[config.mk]
export PLATFORM = sky130hd
export DESIGN_NAME = sg_chain_walker
export DESIGN_NICKNAME = d
export VERILOG_FILES = /design/src/rtl/sg_walk_pkg.sv /design/src/rtl/sg_walk_dp.sv /design/src/rtl/sg_walk_ctl.sv /design/src/rtl/sg_chain_walker.sv
export SDC_FILE = /design/constraint.sdc
export NUM_CORES = 1
export LEC_CHECK = 0
export BUFFER_PORTS_ARGS = -buffer_cell sky130_fd_sc_hd__buf_2
export CORE_AREA = 2 2 117 119
export CTS_CLUSTER_DIAMETER = 80
export DETAILED_ROUTE_END_ITERATION = 6
export DIE_AREA = 0 0 119 121
export PLACE_DENSITY = 0.84
export SETUP_SLACK_MARGIN = 0.05
export SYNTH_ARGS = -nofsm -noshare
export SYNTH_HDL_FRONTEND = slang
export SYNTH_SLANG_ARGS = --single-unit
[constraint.sdc]
create_clock -name clk -period 7.2 [get_ports clk]
set_input_delay 1.44 -clock clk [delete_from_list [all_inputs] [get_ports clk]]
set_output_delay 1.44 -clock clk [all_outputs]
set_load 0.05 [all_outputs]
[src/rtl/sg_walk_pkg.sv]
package sg_walk_pkg;

  // Descriptor layout: four 32-bit little-endian words.
  localparam int DESC_WORDS = 4;
  localparam int WIDX_W = $clog2(DESC_WORDS);
  localparam int W_ADDR = 0;
  localparam int W_UNITS = 1;
  localparam int W_FLAGS = 2;
  localparam int W_NEXT = 3;

  // Bit positions inside the flag word.
  localparam int FLAG_ORDERED = 4;
  localparam int FLAG_OUTBOUND = 5;
  localparam int FLAG_LAST = 7;
  localparam int MODE_LSB = 8;

  typedef enum logic [1:0] {
    WALK_IDLE,
    WALK_FETCH,
    WALK_TAIL,
    WALK_EMIT
  } walkState_t;

  // Strobes from control to datapath.
  typedef struct packed {
    logic              loadStart;
    logic              loadNext;
    logic              rdEn;
    logic [WIDX_W-1:0] rdIdx;
    logic              capEn;
    logic [WIDX_W-1:0] capIdx;
  } walkCtl_t;

endpackage

[src/rtl/sg_walk_dp.sv]
module sg_walk_dp
  import sg_walk_pkg::*;
#(
  parameter int PTR_W = 32,
  parameter int MODE_W = 4,
  parameter int LEN_SHIFT = 3,
  parameter int ALIGN_LOG2 = 3
) (
  input  logic                    clk,
  input  logic                    rstN,
  input  walkCtl_t                ctl,
  input  logic [PTR_W-1:0]        startPtr,
  input  logic [31:0]             memRdData,
  output logic [PTR_W-1:0]        memRdAddr,
  output logic [PTR_W-1:0]        reqAddr,
  output logic [PTR_W+LEN_SHIFT-1:0] reqLen,
  output logic                    reqOut,
  output logic                    reqOrdered,
  output logic [MODE_W-1:0]       reqMode,
  output logic                    descLast,
  output logic                    startBad,
  output logic                    nextBad
);

  localparam int LEN_W = PTR_W + LEN_SHIFT;

  logic [PTR_W-1:0]  curPtr;
  logic [PTR_W-1:0]  addrReg;
  logic [PTR_W-1:0]  unitsReg;
  logic [PTR_W-1:0]  nextReg;
  logic              ordReg;
  logic              outReg;
  logic              lastReg;
  logic [MODE_W-1:0] modeReg;

  // Current descriptor base pointer.
  always_ff @(posedge clk or negedge rstN) begin
    if (!rstN) begin
      curPtr <= '0;
    end else if (ctl.loadStart) begin
      curPtr <= startPtr;
    end else if (ctl.loadNext) begin
      curPtr <= nextReg;
    end
  end

  assign memRdAddr = curPtr + (PTR_W'(ctl.rdIdx) << 2);

  // Capture the returning descriptor words, one field group per word.
  always_ff @(posedge clk or negedge rstN) begin
    if (!rstN) begin
      addrReg  <= '0;
      unitsReg <= '0;
      nextReg  <= '0;
      ordReg   <= 1'b0;
      outReg   <= 1'b0;
      lastReg  <= 1'b0;
      modeReg  <= '0;
    end else if (ctl.capEn) begin
      if (ctl.capIdx == WIDX_W'(W_ADDR)) begin
        addrReg <= PTR_W'(memRdData);
      end
      if (ctl.capIdx == WIDX_W'(W_UNITS)) begin
        unitsReg <= PTR_W'(memRdData);
      end
      if (ctl.capIdx == WIDX_W'(W_FLAGS)) begin
        ordReg  <= memRdData[FLAG_ORDERED];
        outReg  <= memRdData[FLAG_OUTBOUND];
        lastReg <= memRdData[FLAG_LAST];
        modeReg <= memRdData[MODE_LSB +: MODE_W];
      end
      if (ctl.capIdx == WIDX_W'(W_NEXT)) begin
        nextReg <= PTR_W'(memRdData);
      end
    end
  end

  assign reqAddr    = addrReg;
  assign reqLen     = {unitsReg, {LEN_SHIFT{1'b0}}};
  assign reqOut     = outReg;
  assign reqOrdered = ordReg;
  assign reqMode    = modeReg;
  assign descLast   = lastReg;

  assign startBad = (startPtr == '0) || (|startPtr[ALIGN_LOG2-1:0]);
  assign nextBad  = (nextReg == '0) || (|nextReg[ALIGN_LOG2-1:0]);

  // every read lands on a word inside an aligned descriptor.
  a_r2_word_aligned_read: assert property (@(posedge clk) disable iff (!rstN)
    ctl.rdEn |-> (memRdAddr[ALIGN_LOG2-1:0] == {ctl.rdIdx[0], 2'b00}));

  // a next pointer is taken only when it is aligned and nonzero.
  a_r6_next_load_legal: assert property (@(posedge clk) disable iff (!rstN)
    ctl.loadNext |=> (curPtr != '0) && (curPtr[ALIGN_LOG2-1:0] == '0));

  // a walk never begins from a bad pointer.
  a_r9_start_load_legal: assert property (@(posedge clk) disable iff (!rstN)
    ctl.loadStart |-> !startBad);

  logic unusedLen;
  assign unusedLen = ^reqLen[LEN_W-1:LEN_W-1];

endmodule

[src/rtl/sg_walk_ctl.sv]
module sg_walk_ctl
  import sg_walk_pkg::*;
(
  input  logic     clk,
  input  logic     rstN,
  input  logic     startStrobe,
  input  logic     startBad,
  input  logic     reqReady,
  input  logic     descLast,
  input  logic     nextBad,
  output walkCtl_t ctl,
  output logic     reqValid,
  output logic     chainDone,
  output logic     chainErr
);

  walkState_t        state, stateNext;
  logic [WIDX_W-1:0] fetchIdx;
  logic              rdPendR;
  logic [WIDX_W-1:0] rdIdxR;
  logic              handshake;
  logic              startOk;
  logic              startRej;

  assign handshake = (state == WALK_EMIT) && reqReady;
  assign startOk   = (state == WALK_IDLE) && startStrobe && !startBad;
  assign startRej  = (state == WALK_IDLE) && startStrobe && startBad;

  always_comb begin
    stateNext = state;
    unique case (state)
      WALK_IDLE:  if (startOk) stateNext = WALK_FETCH;
      WALK_FETCH: if (fetchIdx == WIDX_W'(DESC_WORDS-1)) stateNext = WALK_TAIL;
      WALK_TAIL:  stateNext = WALK_EMIT;
      WALK_EMIT: begin
        if (handshake) begin
          stateNext = (descLast || nextBad) ? WALK_IDLE : WALK_FETCH;
        end
      end
      default:    stateNext = WALK_IDLE;
    endcase
  end

  always_comb begin
    ctl.loadStart = startOk;
    ctl.loadNext  = handshake && !descLast && !nextBad;
    ctl.rdEn      = (state == WALK_FETCH);
    ctl.rdIdx     = fetchIdx;
    ctl.capEn     = rdPendR;
    ctl.capIdx    = rdIdxR;
  end

  assign reqValid = (state == WALK_EMIT);

  always_ff @(posedge clk or negedge rstN) begin
    if (!rstN) begin
      state     <= WALK_IDLE;
      fetchIdx  <= '0;
      rdPendR   <= 1'b0;
      rdIdxR    <= '0;
      chainDone <= 1'b0;
      chainErr  <= 1'b0;
    end else begin
      state     <= stateNext;
      fetchIdx  <= (state == WALK_FETCH) ? fetchIdx + WIDX_W'(1) : '0;
      rdPendR   <= ctl.rdEn;
      rdIdxR    <= ctl.rdIdx;
      chainDone <= handshake && descLast;
      chainErr  <= startRej || (handshake && !descLast && nextBad);
    end
  end

  // a pending request is not withdrawn before it is accepted.
  a_r5_hold_valid: assert property (@(posedge clk) disable iff (!rstN)
    (reqValid && !reqReady) |=> reqValid);

  // no descriptor read while a request waits downstream.
  a_r5_no_read_pending: assert property (@(posedge clk) disable iff (!rstN)
    reqValid |-> !ctl.rdEn);

  // the four word reads follow each other without gaps.
  a_r2_burst_order: assert property (@(posedge clk) disable iff (!rstN)
    (ctl.rdEn && (ctl.rdIdx != WIDX_W'(DESC_WORDS-1)))
      |=> (ctl.rdEn && (ctl.rdIdx == $past(ctl.rdIdx) + WIDX_W'(1))));

  // the completion pulse follows an accepted request.
  a_r7_done_after_accept: assert property (@(posedge clk) disable iff (!rstN)
    chainDone |-> $past(reqValid && reqReady));

  // completion and error never coincide and last one cycle.
  a_r8_pulse_exclusive: assert property (@(posedge clk) disable iff (!rstN)
    $onehot0({chainDone, chainErr}));

  a_r7_done_single: assert property (@(posedge clk) disable iff (!rstN)
    chainDone |=> !chainDone);

  // a walk in progress is not restarted by a new strobe.
  a_r10_no_restart: assert property (@(posedge clk) disable iff (!rstN)
    (ctl.rdEn && (ctl.rdIdx != '0)) |=> !ctl.loadStart);

endmodule

[src/rtl/sg_chain_walker.sv]
module sg_chain_walker
  import sg_walk_pkg::*;
#(
  parameter int PTR_W = 32,
  parameter int MODE_W = 4,
  parameter int LEN_SHIFT = 3,
  parameter int ALIGN_LOG2 = 3
) (
  input  logic                       clk,
  input  logic                       rstN,
  input  logic                       startStrobe,
  input  logic [PTR_W-1:0]           startPtr,
  output logic                       memRdEn,
  output logic [PTR_W-1:0]           memRdAddr,
  input  logic [31:0]                memRdData,
  output logic                       reqValid,
  input  logic                       reqReady,
  output logic [PTR_W-1:0]           reqAddr,
  output logic [PTR_W+LEN_SHIFT-1:0] reqLen,
  output logic                       reqOut,
  output logic                       reqOrdered,
  output logic [MODE_W-1:0]          reqMode,
  output logic                       chainDone,
  output logic                       chainErr
);

  walkCtl_t ctl;
  logic     descLast;
  logic     startBad;
  logic     nextBad;

  sg_walk_ctl u_ctl (
    .clk         (clk),
    .rstN        (rstN),
    .startStrobe (startStrobe),
    .startBad    (startBad),
    .reqReady    (reqReady),
    .descLast    (descLast),
    .nextBad     (nextBad),
    .ctl         (ctl),
    .reqValid    (reqValid),
    .chainDone   (chainDone),
    .chainErr    (chainErr)
  );

  sg_walk_dp #(
    .PTR_W      (PTR_W),
    .MODE_W     (MODE_W),
    .LEN_SHIFT  (LEN_SHIFT),
    .ALIGN_LOG2 (ALIGN_LOG2)
  ) u_dp (
    .clk        (clk),
    .rstN       (rstN),
    .ctl        (ctl),
    .startPtr   (startPtr),
    .memRdData  (memRdData),
    .memRdAddr  (memRdAddr),
    .reqAddr    (reqAddr),
    .reqLen     (reqLen),
    .reqOut     (reqOut),
    .reqOrdered (reqOrdered),
    .reqMode    (reqMode),
    .descLast   (descLast),
    .startBad   (startBad),
    .nextBad    (nextBad)
  );

  assign memRdEn = ctl.rdEn;

  // request fields frozen while stalled.
  a_r5_fields_stable: assert property (@(posedge clk) disable iff (!rstN)
    (reqValid && !reqReady) |=> ($stable(reqAddr) && $stable(reqLen) &&
      $stable(reqOut) && $stable(reqOrdered) && $stable(reqMode)));

  // nothing is emitted on the first cycle after reset.
  a_r1_quiet_after_reset: assert property (@(posedge clk) disable iff (!rstN)
    $rose(rstN) |-> (!reqValid && !chainDone && !chainErr));

endmodule

==> flow_summary.ini <==
[die]
io_pins = 177
die_w_um = 119
rows = 42
core_um2 = 13100
dieArea_um2 = 14400
fp.dieH_um = 121
initial_core_util = 0.495

[setup_path]
path_cells = ha_1, fa_1, and3_1, and3_1, and4_1, nand4_1, xnor2_1, buf_2
worst_r2r_endpoint = u_dp.curPtr[25]$_DFFE_PN0P_
crit_fanout = 7
crit_required_ns = 5.76
path_common_cell = and3_1
rr_startpoint = u_dp.nextReg[24]$_DFFE_PN0P_
criticalPathCategory = flop to output pin
crit_cells = 8
path_delay_family = simple AND/OR/NAND/NOR gates
cpPeakStageDelay_ns = 0.41
setup.worst_path.start = u_ctl.fetchIdx[0]$_DFF_PN0_
reg2reg_depth = 6
worstSetupStartpointType = flop
end_kind = output pin
cp-endpoint = memRdAddr[24]
cp.arrival_ns = 2.87
crit_buf_inv = 1
slowest_stage = dfrtp_1
regToRegSetupSlack_ns = 4.40

[synth]
yosys.area.top_type = dfrtp_1
syn-cell-area_um2 = 6480
synth_cells = 496
synth_edf_count = 0
synth-warning-count = 0
synth-seq-cells = 144
yosys-top-cells-area = dfrtp_1 (56%), mux2_2 (18%), mux2i_1 (4.5%)
synthArstFlopShare = 1.00
syn-mean-instance-area_um2 = 13.1
yosysTopAreaCellShare = 0.556
ys.flop_type = dfrtp_1
ys_seq_area_frac = 0.556
ys_types = 42

[placed_design]
io_buffers = 173
gp_congestion = 0.825
dp_hpwl_mm = 11.1

[clock_network]
post_cts_buffers = 0
clock_path_buffers = 2
cts.sinks = 144
cts_root_buffer = clkbuf_16
tritoncts = done
path_clk_slew_ns = 0.06
clock_latency_ns = 0.42
cts_resized = 0
cts-buffers-inserted = 17
cts_htree_levels = 4
cts_hold_buffers = 0

[worst_hold_path]
hold_path.class = flop to flop

[global_routing]
grt_overflow = 0
track_usage = 0.222
grt_pass1_vias = 4699
antenna_found_initial = 1
grt_pass1_wl_mm = 24.5
grt_max_degree = 87

[layout]
multi_input_area_um2 = 2740
drive_above_1_share = 0.499
regArea_um2 = 3600
area_growth_pct = 25.2
fillers = 989
antenna_cells = 0
layout.nets = 746

[sta]
fin_worst_skew_ns = 0.00712
final-setup-viol-count = 0
rsz0062_at_grt = false
worstMarginPinSlew_ns = 1.24
period_minus_slack_ns = 4.31
slew_headroom = 0.171
hold_viol = 0
maxSlewViolCount = 0
fin_crit_sh = 0.598
fmax_mhz = 232
setup_tns_ns = 0

[routing]
num_vias = 4620
dr.first_iter.drc_count = 281
drc = 0
via_per_inst = 5.38
ant_nets = 0
dr.pass1.iters = 4
post_drt_wl_per_cell_um = 18.1
totalWireLength_mm = 15.5

[job]
drv_cap = 0

[outcome]
status = finished, final reports clean
[worst min-delay path by stage]
stage	from	endpoint	slack, ns	depth (start not counted)
2_1_floorplan	u_ctl.fetchIdx[0]$_DFF_PN0_	u_ctl.rdIdxR[0]$_DFF_PN0_	0.41	0
3_3_place_gp	u_ctl.fetchIdx[0]$_DFF_PN0_	u_ctl.rdIdxR[0]$_DFF_PN0_	0.41	0
3_5_place_dp	u_ctl.fetchIdx[0]$_DFF_PN0_	u_ctl.rdIdxR[0]$_DFF_PN0_	0.42	0
4_1_cts	u_ctl.fetchIdx[0]$_DFF_PN0_	u_ctl.rdIdxR[0]$_DFF_PN0_	0.44	0
5_1_grt	u_ctl.fetchIdx[0]$_DFF_PN0_	u_ctl.rdIdxR[0]$_DFF_PN0_	0.47	0
6_report	u_ctl.fetchIdx[0]$_DFF_PN0_	u_ctl.rdIdxR[0]$_DFF_PN0_	0.44	0
[synth_stat cells (8+ instances only)]
cell     count
mux2_2     104
nor2_1      41
dfrtp_1    144
buf_2        8
nor4_1      13
a21oi_1     11
nand2_1     10
nand4_1     11
and3_1       8
a21oi_2     20
xnor2_1     19
mux2i_1     29
xor2_1       9
nand3_1     10
[metrics by stage]
step | util | std cells | hold WS, ns | cell area [um2] | worst slack [ns]
finish | 0.620 | 859 | 0.440 | 8110 | 2.89
global route | 0.620 | 859 | 0.467 | 8110 | 2.75
CTS | 0.620 | 859 | 0.438 | 8110 | 2.88
detailed placement | 0.573 | 827 | 0.424 | 7500 | 3.13
global placement | 0.573 | 827 | 0.414 | 7500 | 3.19
floorplan | - | 498 | 0.406 | 6490 | 3.29
[cell usage in the layout (no fill, tap or decap), types with 9 or more instances in the layout]
master / synthesis / layout
nor4_1: 13 / 13
nor2_1: 41 / 41
mux2_2: 104 / 104
a21oi_2: 20 / 20
mux2i_1: 29 / 29
dfrtp_1: 144 / 144
buf_2: 8 / 172
clkbuf_16: 0 / 17
nand3_1: 10 / 9
nand2_1: 10 / 10
a21oi_1: 11 / 11
xnor2_1: 19 / 19
nand4_1: 11 / 11
xor2_1: 9 / 9
[cell type report]
cell class                      count  share of cell area
Timing Repair Buffer              178               0.112
Multi-Input combinational cell    322               0.337
Clock inverter                     12              0.0194
Clock buffer                       20              0.0563
Inverter                            7             0.00324
Sequential cell                   144               0.444
Tap cell                          176              0.0272
[cells by family after synthesis]
family	synth area share
compound gates	0.0473
mux	0.226
fa+ha+maj	0.0166
buf+inv	0.0272
simple gates	0.0888
other cells	0.000579
flops	0.556
xor+xnor	0.0378
[state kept, by name (all words and copies together), names as in the netlist]
signal and cells:
u_ctl.state 2, u_ctl.chainDone 1, u_dp.unitsReg 32, u_ctl.chainErr 1
u_ctl.rdIdxR 2, u_dp.nextReg 32, u_dp.reqOut 1, u_dp.curPtr 32
u_dp.reqOrdered 1, u_ctl.fetchIdx 2, u_ctl.rdPendR 1, u_dp.reqMode 4
u_dp.descLast 1, u_dp.reqAddr 32
[per-layer routing]
metal,up-vias,part of all wire,global-route usage
met1,2311,0.42,0.281
met2,170,0.50,0.363
met4,2,0.018,0.0796
li1,2106,-,-
met5,-,0.00084,0
met3,31,0.065,0.0686
Power is left out: the tool's default activity adds up to more than one toggle a clock period on the data nets, which glitch-free logic cannot reach.
